<file path="src/rtl/ddc_edid_pkg.sv">
package ddc_edid_pkg;

   typedef enum logic [1:0] {
      PH_IDLE = 2'd0,
      PH_DATA = 2'd1,
      PH_WAIT = 2'd2
   } ddc_phase_e;

   localparam logic [1:0] A_SEL = 2'd0;
   localparam logic [1:0] A_CMD = 2'd1;
   localparam logic [1:0] A_STS = 2'd2;
   localparam logic [1:0] A_DAT = 2'd3;

   localparam int C_CLRINT = 31;
   localparam int C_SWRDY  = 30;
   localparam int C_INDEX  = 26;
   localparam int C_READ   = 0;

   localparam int S_INUSE  = 5;

   localparam logic [2:0] CY_NONE = 3'd0;
   localparam logic [2:0] CY_STOP = 3'd4;

   typedef struct packed {
      logic       valid;
      logic [1:0] idx;
   } port_map_t;

   function automatic port_map_t map_port(input logic [2:0] code);
      port_map_t m;
      case (code)
         3'd2:    m = '{valid: 1'b1, idx: 2'd0};
         3'd4:    m = '{valid: 1'b1, idx: 2'd1};
         3'd5:    m = '{valid: 1'b1, idx: 2'd2};
         3'd6:    m = '{valid: 1'b1, idx: 2'd3};
         default: m = '{valid: 1'b0, idx: 2'd0};
      endcase
      return m;
   endfunction

endpackage

</file>
<file path="src/rtl/ddc_edid_store.sv">
module ddc_edid_store #(
   parameter int DEPTH = 128,
   parameter int LANES = 4,
   parameter int PW    = 9,
   localparam int AW   = $clog2(DEPTH)
) (
   input  logic                 clk,
   input  logic                 we,
   input  logic [AW-1:0]        waddr,
   input  logic [7:0]           wbyte,
   input  logic [PW-1:0]        base,
   output logic [LANES*8-1:0]   lane_byte,
   output logic [LANES-1:0]     lane_in_range
);

   logic [7:0] mem [DEPTH];

   always_ff @(posedge clk) begin
      if (we) mem[waddr] <= wbyte;
   end

   for (genvar i = 0; i < LANES; i++) begin : g_lane
      logic [PW:0] a;
      always_comb begin
         a = {1'b0, base} + (PW+1)'(i);
         lane_in_range[i] = (a < (PW+1)'(DEPTH));
         lane_byte[i*8 +: 8] = lane_in_range[i] ? mem[a[AW-1:0]] : 8'h00;
      end
   end

endmodule

</file>
<file path="src/rtl/ddc_edid_packer.sv">
module ddc_edid_packer #(
   parameter int LANES = 4,
   parameter int PW    = 9,
   parameter int CW    = 9,
   localparam int LW   = PW + 2,
   localparam int VW   = $clog2(LANES + 1)
) (
   input  logic [CW-1:0]       total,
   input  logic [PW-1:0]       ptr,
   input  logic                src_ok,
   input  logic [LANES-1:0]    lane_in_range,
   input  logic [LANES*8-1:0]  lane_byte,
   input  logic [LANES*8-1:0]  old_word,
   output logic                pending,
   output logic                last_chunk,
   output logic [LANES*8-1:0]  new_word,
   output logic [VW-1:0]       adv
);

   logic signed [LW-1:0] left;
   logic [LANES-1:0]     take;
   logic [LANES-1:0]     good;

   always_comb begin
      left       = $signed({{(LW-CW){1'b0}}, total}) - $signed({{(LW-PW){1'b0}}, ptr});
      pending    = (left > $signed(LW'(0)));
      last_chunk = (left <= $signed(LW'(LANES)));
   end

   for (genvar i = 0; i < LANES; i++) begin : g_pack
      always_comb begin
         take[i] = (left > $signed(LW'(i)));
         good[i] = take[i] & src_ok & lane_in_range[i];
         if (!take[i])
            new_word[i*8 +: 8] = old_word[i*8 +: 8];
         else if (good[i])
            new_word[i*8 +: 8] = lane_byte[i*8 +: 8];
         else
            new_word[i*8 +: 8] = 8'h00;
      end
   end

   always_comb begin
      adv = '0;
      for (int k = 0; k < LANES; k++) adv = adv + VW'(good[k]);
   end

endmodule

</file>
<file path="src/rtl/ddc_edid_regs.sv">
module ddc_edid_regs #(
   parameter int          EDID_BYTES = 128,
   parameter logic [6:0]  SLAVE_ID   = 7'h50,
   localparam int         AW         = $clog2(EDID_BYTES),
   localparam int         LANES      = 4,
   localparam int         PW         = 9,
   localparam int         CW         = 9,
   localparam int         VW         = $clog2(LANES + 1)
) (
   input  logic          clk,
   input  logic          rst_n,
   input  logic          reg_wr,
   input  logic          reg_rd,
   input  logic [1:0]    reg_addr,
   input  logic [31:0]   reg_wdata,
   output logic [31:0]   reg_rdata,
   input  logic [3:0]    mon_present,
   input  logic [3:0]    mon_is_dp,
   input  logic          edid_we,
   input  logic [AW-1:0] edid_addr,
   input  logic [7:0]    edid_byte
);
   import ddc_edid_pkg::*;

   if (EDID_BYTES < LANES || EDID_BYTES > 256) begin : g_bad_depth
      $error("EDID_BYTES must lie in 4..256");
   end

   logic [31:0]  sel_q, cmd_q, data_q, rdata_q;
   logic [31:0]  n_sel, n_cmd, n_data, n_rdata;
   logic         hwrdy_q, err_q, active_q, waitf_q, inuse_q;
   logic         n_hwrdy, n_err, n_active, n_waitf, n_inuse;
   ddc_phase_e   phase_q, n_phase;
   logic         slave_q, avail_q, n_slave, n_avail;
   logic [PW-1:0] ptr_q, n_ptr;
   logic [CW-1:0] total_q, n_total;
   logic [2:0]   cyc_q, n_cyc;

   logic [LANES*8-1:0] lane_byte;
   logic [LANES-1:0]   lane_in_range;
   logic               pending, last_chunk;
   logic [31:0]        packed_word;
   logic [VW-1:0]      adv;
   logic [31:0]        sts_word;
   logic [31:0]        wv;
   port_map_t          pm;

   ddc_edid_store #(.DEPTH(EDID_BYTES), .LANES(LANES), .PW(PW)) u_store (
      .clk           (clk),
      .we            (edid_we),
      .waddr         (edid_addr),
      .wbyte         (edid_byte),
      .base          (ptr_q),
      .lane_byte     (lane_byte),
      .lane_in_range (lane_in_range)
   );

   ddc_edid_packer #(.LANES(LANES), .PW(PW), .CW(CW)) u_pack (
      .total         (total_q),
      .ptr           (ptr_q),
      .src_ok        (slave_q & avail_q),
      .lane_in_range (lane_in_range),
      .lane_byte     (lane_byte),
      .old_word      (data_q),
      .pending       (pending),
      .last_chunk    (last_chunk),
      .new_word      (packed_word),
      .adv           (adv)
   );

   assign sts_word = {24'h0, phase_q, inuse_q, 1'b0, waitf_q, active_q, err_q, hwrdy_q};
   assign reg_rdata = rdata_q;

   always_comb begin
      n_sel = sel_q;   n_cmd = cmd_q;   n_data = data_q;  n_rdata = rdata_q;
      n_hwrdy = hwrdy_q; n_err = err_q; n_active = active_q;
      n_waitf = waitf_q; n_inuse = inuse_q; n_phase = phase_q;
      n_slave = slave_q; n_avail = avail_q; n_ptr = ptr_q;
      n_total = total_q; n_cyc = cyc_q;
      wv = reg_wdata & ~(32'h1 << C_SWRDY);
      pm = map_port(reg_wdata[2:0]);

      if (reg_wr) begin
         case (reg_addr)
            A_SEL: begin
               n_sel = reg_wdata;
               n_slave = 1'b0; n_avail = 1'b0; n_ptr = '0; n_total = '0; n_cyc = CY_NONE;
               if (pm.valid) begin
                  n_phase  = PH_IDLE;
                  n_active = 1'b0;
                  n_hwrdy  = 1'b1;
                  n_waitf  = 1'b1;
                  if (mon_present[pm.idx] && !mon_is_dp[pm.idx]) begin
                     n_avail = 1'b1;
                     n_err   = 1'b0;
                  end else begin
                     n_err   = 1'b1;
                  end
               end
            end
            A_CMD: begin
               if (cmd_q[C_CLRINT]) begin
                  if (!reg_wdata[C_CLRINT]) begin
                     n_cmd[C_CLRINT] = 1'b0;
                     n_hwrdy  = 1'b1;
                     n_err    = !avail_q;
                     n_active = 1'b0;
                     n_waitf  = 1'b0;
                     n_inuse  = 1'b0;
                     n_phase  = PH_IDLE;
                  end
               end else begin
                  if (reg_wdata[C_CLRINT]) n_hwrdy = 1'b1;
                  n_total = wv[24:16];
                  if (wv[7:1] == SLAVE_ID) n_slave = 1'b1;
                  if (wv[C_INDEX]) n_ptr = PW'(wv[15:8]);
                  n_cyc = wv[27:25];
                  case (wv[27:25])
                     CY_STOP: begin
                        if (cmd_q[27:25] != CY_NONE) begin
                           n_slave = 1'b0; n_avail = 1'b0; n_ptr = '0;
                           n_total = '0;   n_cyc = CY_NONE;
                           n_phase  = PH_IDLE;
                           n_active = 1'b0;
                        end
                     end
                     3'd1, 3'd3, 3'd5, 3'd7: begin
                        n_phase  = PH_DATA;
                        n_active = 1'b1;
                     end
                     default: ;
                  endcase
                  n_cmd = wv;
               end
            end
            A_STS: begin
               if (reg_wdata[S_INUSE]) n_inuse = 1'b0;
            end
            default: ;
         endcase
      end else if (reg_rd) begin
         case (reg_addr)
            A_SEL: n_rdata = sel_q;
            A_CMD: n_rdata = cmd_q;
            A_STS: begin
               n_rdata = sts_word;
               n_inuse = 1'b1;
            end
            default: begin
               if (cmd_q[C_READ] && pending) begin
                  n_data  = packed_word;
                  n_rdata = packed_word;
                  n_ptr   = ptr_q + PW'(adv);
                  if (last_chunk) begin
                     n_phase = (cyc_q == 3'd5 || cyc_q == 3'd7) ? PH_IDLE : PH_WAIT;
                     n_slave = 1'b0; n_avail = 1'b0; n_ptr = '0;
                     n_total = '0;   n_cyc = CY_NONE;
                  end
               end else begin
                  n_rdata = data_q;
               end
            end
         endcase
      end
   end

   always_ff @(posedge clk) begin
      if (!rst_n) begin
         sel_q <= '0; cmd_q <= '0; data_q <= '0; rdata_q <= '0;
         hwrdy_q <= 1'b1; err_q <= 1'b0; active_q <= 1'b0;
         waitf_q <= 1'b0; inuse_q <= 1'b0; phase_q <= PH_IDLE;
         slave_q <= 1'b0; avail_q <= 1'b0; ptr_q <= '0;
         total_q <= '0; cyc_q <= CY_NONE;
      end else begin
         sel_q <= n_sel; cmd_q <= n_cmd; data_q <= n_data; rdata_q <= n_rdata;
         hwrdy_q <= n_hwrdy; err_q <= n_err; active_q <= n_active;
         waitf_q <= n_waitf; inuse_q <= n_inuse; phase_q <= n_phase;
         slave_q <= n_slave; avail_q <= n_avail; ptr_q <= n_ptr;
         total_q <= n_total; cyc_q <= n_cyc;
      end
   end

endmodule

</file>
<file path="config.mk">
export PLATFORM = sky130hd
export DESIGN_NAME = ddc_edid_regs
export DESIGN_NICKNAME = d
export VERILOG_FILES = /design/src/rtl/ddc_edid_pkg.sv /design/src/rtl/ddc_edid_store.sv /design/src/rtl/ddc_edid_packer.sv /design/src/rtl/ddc_edid_regs.sv
export SDC_FILE = /design/constraint.sdc
export NUM_CORES = 2
export LEC_CHECK = 0
export ABC_AREA = 0
export BUFFER_PORTS_ARGS = -buffer_cell sky130_fd_sc_hd__buf_2
export CORE_MARGIN = 1.5
export CORE_UTILIZATION = 40
export CTS_BUF_LIST = sky130_fd_sc_hd__clkbuf_4 sky130_fd_sc_hd__clkbuf_8 sky130_fd_sc_hd__clkbuf_16
export CTS_CLUSTER_SIZE = 12
export DETAILED_ROUTE_END_ITERATION = 10
export SYNTH_ARGS = -nofsm -noshare
export SYNTH_HDL_FRONTEND = slang
export SYNTH_SLANG_ARGS = --single-unit
</file>
<file path="constraint.sdc">
create_clock -name clk -period 5.67 [get_ports clk]
set_input_delay 0.8505 -clock clk [delete_from_list [all_inputs] [get_ports clk]]
set_output_delay 0.8505 -clock clk [all_outputs]
set_load 0.02 [all_outputs]
</file>
==> flow_summary.toml <==
[run_status]
status = "completed"

[clock_tree]
cts.htree.levels = 4
clkLatencyLatePin_ns = 0.83
cts.sinks = 1186
cts-root-buf = "clkbuf_16"
cts_hold_buf = 0
cts_tree = "built"
path_clk_slew_ns = 0.06
numCtsBuffers = 139
clockBufferDepth = 3

[finish]
layout-drive-gt1-share = 0.3580
post-route-util = 0.4530
syn_to_final_growth_pct = 12.18
layout.nets = 5100
layout_commonest_cell = "mux4_2"
final_cell_mix = "mux4_2 (1,094), edfxtp_1 (1,024), nand2_1 (723)"
finalInstanceArea_um2 = 82060

[place]
io_buffers = 93
placed_area_um2 = 77480
gp_congestion = 0.9976
dpl.hpwl_um = 190700

[critical_path]
arrival_ns = 6.18
worstPathRequired_ns = 6.35
crit_path_end_kind = "flop"
worstSetupPathType = "flop to flop"
cp_max_fo = 114
cp-start-kind = "flop"

[global_route]
use_met2 = 0.4393
grt_start_max_net_pins = 133
grt.overflow.total = 0
use_met1 = 0.3997
grt_busiest_layer = "met2"
grt.met3_usage = 0.1068
grt_antenna_before_repair = 12
track_usage = 0.3047
grt_pass1_vias = 50860
grt_pass1_wl_um = 398700

[drt]
ant_nets = 0
wl_per_cell_um = 38.04
drc_errors = 0
drtIter0Drc = 9780
vias_per_cell = 7.160
wirelength_um = 285100
via_count = 53670
first_pass_iters = 8

[power_and_ir_drop]
power_switching_share = 0.2622
comb_power_share = 0.146
clkPwrFrac = 0.415
p_leak_nw = 25.45
p_switching_mw = 5.732
ir_drop_v = 0.0003050
seqPwrFrac = 0.438
power_density_nw_per_um2 = 266.4
p_int_mw = 16.13

[synth]
synth_nets = 4984
ys_ff_latch = 1186
synth_cell_types = 89
yosysSeqAreaShare = 0.4647
syn_area_per_cell_um2 = 14.93
synth_edf_count = 1024
synth_area_um2 = 73150
synth-main-ff-cell = "edfxtp_1"
yosysWarnings = 0
postSynth.asyncResetShare = 0
syn_inst = 4901

[sta]
fin_skew_ns = 0.03304
fin_crit_ns = 5.499
fmax_mhz = 181.9
rsz0062_at_grt = "true"
hold_violations = 0
period_share = 0.9698
tightest_slew_ns = 1.342
setup_violations = 0
maxSlewHeadroom = 0.09359
slew_violations = 0

[floorplan]
fp.dieArea_um2 = 185500
initial_core_util = 0.4039
core-area_um2 = 181100
top_level_ports = 94
rows = 156
die_h_um = 430.7
dieWidth_um = 430.7

[run]
maxCapViolCount = 0

[worst_hold_path]
hp-class = "input pin to flop"
-- timing repair --
item,CTS,global route
buffers inserted,0,1
endpoints found under the setup margin,0,7
gates resized for setup,0,2
-- per-stage QoR --
stage / hold WS, ns / worst slack [ns] / power (mW) / instances / setup TNS, ns
6_report: 0.2909 / 0.1711 / 21.86 / 7496 / 0
3_5_place_dp: 0.4442 / 0.1048 / 12.89 / 7245 / 0
4_1_cts: 0.2541 / 0.08775 / 21.86 / 7494 / 0
3_3_place_gp: 0.4352 / 0.06169 / 12.88 / 7245 / 0
2_1_floorplan: 0.4257 / 0.003579 / 11.85 / 4901 / 0
5_1_grt: 0.3033 / -0.1438 / 22.37 / 7495 / -0.1438
-- kinds of logic (layout without fill, tap and decap cells) --
| logic type | Yosys count | in the layout | synth area share |
|---|---|---|---|
| AND/OR/NAND/NOR | 1315 | 1315 | 0.07727 |
| flip-flops | 1186 | 1186 | 0.4647 |
| XOR/XNOR | 26 | 26 | 0.003421 |
| AO/OA/AOI/OAI | 603 | 603 | 0.05619 |
| adder cells (fa/ha/maj) | 21 | 21 | 0.003900 |
| other | 0 | 1 | 0 |
| multiplexers | 1267 | 1267 | 0.3609 |
| buffers and inverters | 483 | 707 | 0.03366 |
-- registers in the layout (all words and copies together), names as in the netlist, 2 cells and up, named ones only --
register and flops:
sel_q 32, ptr_q 9, phase_q 2, cmd_q 31
cyc_q 2, reg_rdata 32, total_q 9, data_q 32
u_store.mem 1024
-- cell usage after synthesis (8+ instances only) --
library cell	count	area, um2
mux4_2	1094	24640
edfxtp_1	1024	30750
nand2_1	723	2714
nor2_1	235	882.1
a21oi_1	184	920.9
clkbuf_1	181	679.4
dfxtp_1	162	3243
nand3_1	160	800.8
mux2i_1	149	1491
buf_2	125	625.6
buf_4	69	518.0
o21ai_0	68	340.3
nor2b_1	43	269.0
a31oi_1	39	244.0
inv_1	37	138.9
buf_1	36	135.1
a211oi_1	35	262.8
nor3_1	33	165.2
buf_6	31	349.1
a32oi_1	28	245.2
a2111oi_0	25	219.0
mux2_2	24	270.3
o22ai_1	24	150.1
a21o_1	20	150.1
nand4_1	20	125.1
xnor2_1	20	175.2
a22oi_1	18	135.1
and3_1	18	112.6
ha_1	18	225.2
o221ai_1	16	140.1
nand2b_1	15	93.84
and2_1	12	75.07
nor4_1	12	75.07
o2111ai_1	12	105.1
o32ai_1	11	96.34
a221o_1	9	90.09
a31o_2	9	78.83
nor3b_1	9	67.56
o41ai_1	9	78.83
or3_1	9	56.30
a211o_1	8	70.07
a311oi_1	8	70.07
a41oi_1	8	70.07
o21ai_1	8	40.04
-- final timing paths --
check | start | end | slack (ns) | depth (start not counted)
worst min-delay path | reg_wdata[7] | sel_q[7] | 0.29 | 3
worst min register to register | sel_q[13] | sel_q[13] | 0.45 | 2
worst max register to register | ptr_q[0] | reg_rdata[12] | 0.17 | 10
worst max-delay path | ptr_q[0] | reg_rdata[12] | 0.17 | 10
-- layout make-up --
type | instances | area [um2]
clock buffer | 180 | 3871
fill | 15750 | 99070
timing repair buffer | 418 | 3346
inverter | 40 | 150.1
sequential | 1186 | 34020
antenna | 1 | 2.502
tap | 2370 | 2965
multi-input combinational | 3232 | 37020
clock inverter | 69 | 694.4
-- power groups by stage --
stage                     Sequential (mW)  Clock, mW  Combinational, mW
after CTS                            9.58       9.14               3.14
final                                9.58       9.08               3.19
after global placement               9.76          0               3.12
after detailed placement             9.76          0               3.13
after global routing                 9.58       9.47               3.31
after floorplan                      9.73          0               2.11
-- critical path, stage by stage (launching register included) --
cell and delay [ns]:
dfxtp_4 0.37, buf_16 0.52, buf_12 0.58, buf_4 0.69
mux4_2 0.60, mux4_2 0.55, nand2_1 0.10, nand2_1 0.12
a2111oi_1 1.00, a21o_1 0.36, o221ai_1 0.15
-- routing by layer --
metal  vias to the layer above  share of wire
li1                      20600              -
met2                      4876           0.43
met4                        12          0.068
met5                         -        0.00030
met1                     27330           0.35
met3                       852           0.15
No activity file was read; power rests on OpenSTA's default activity.
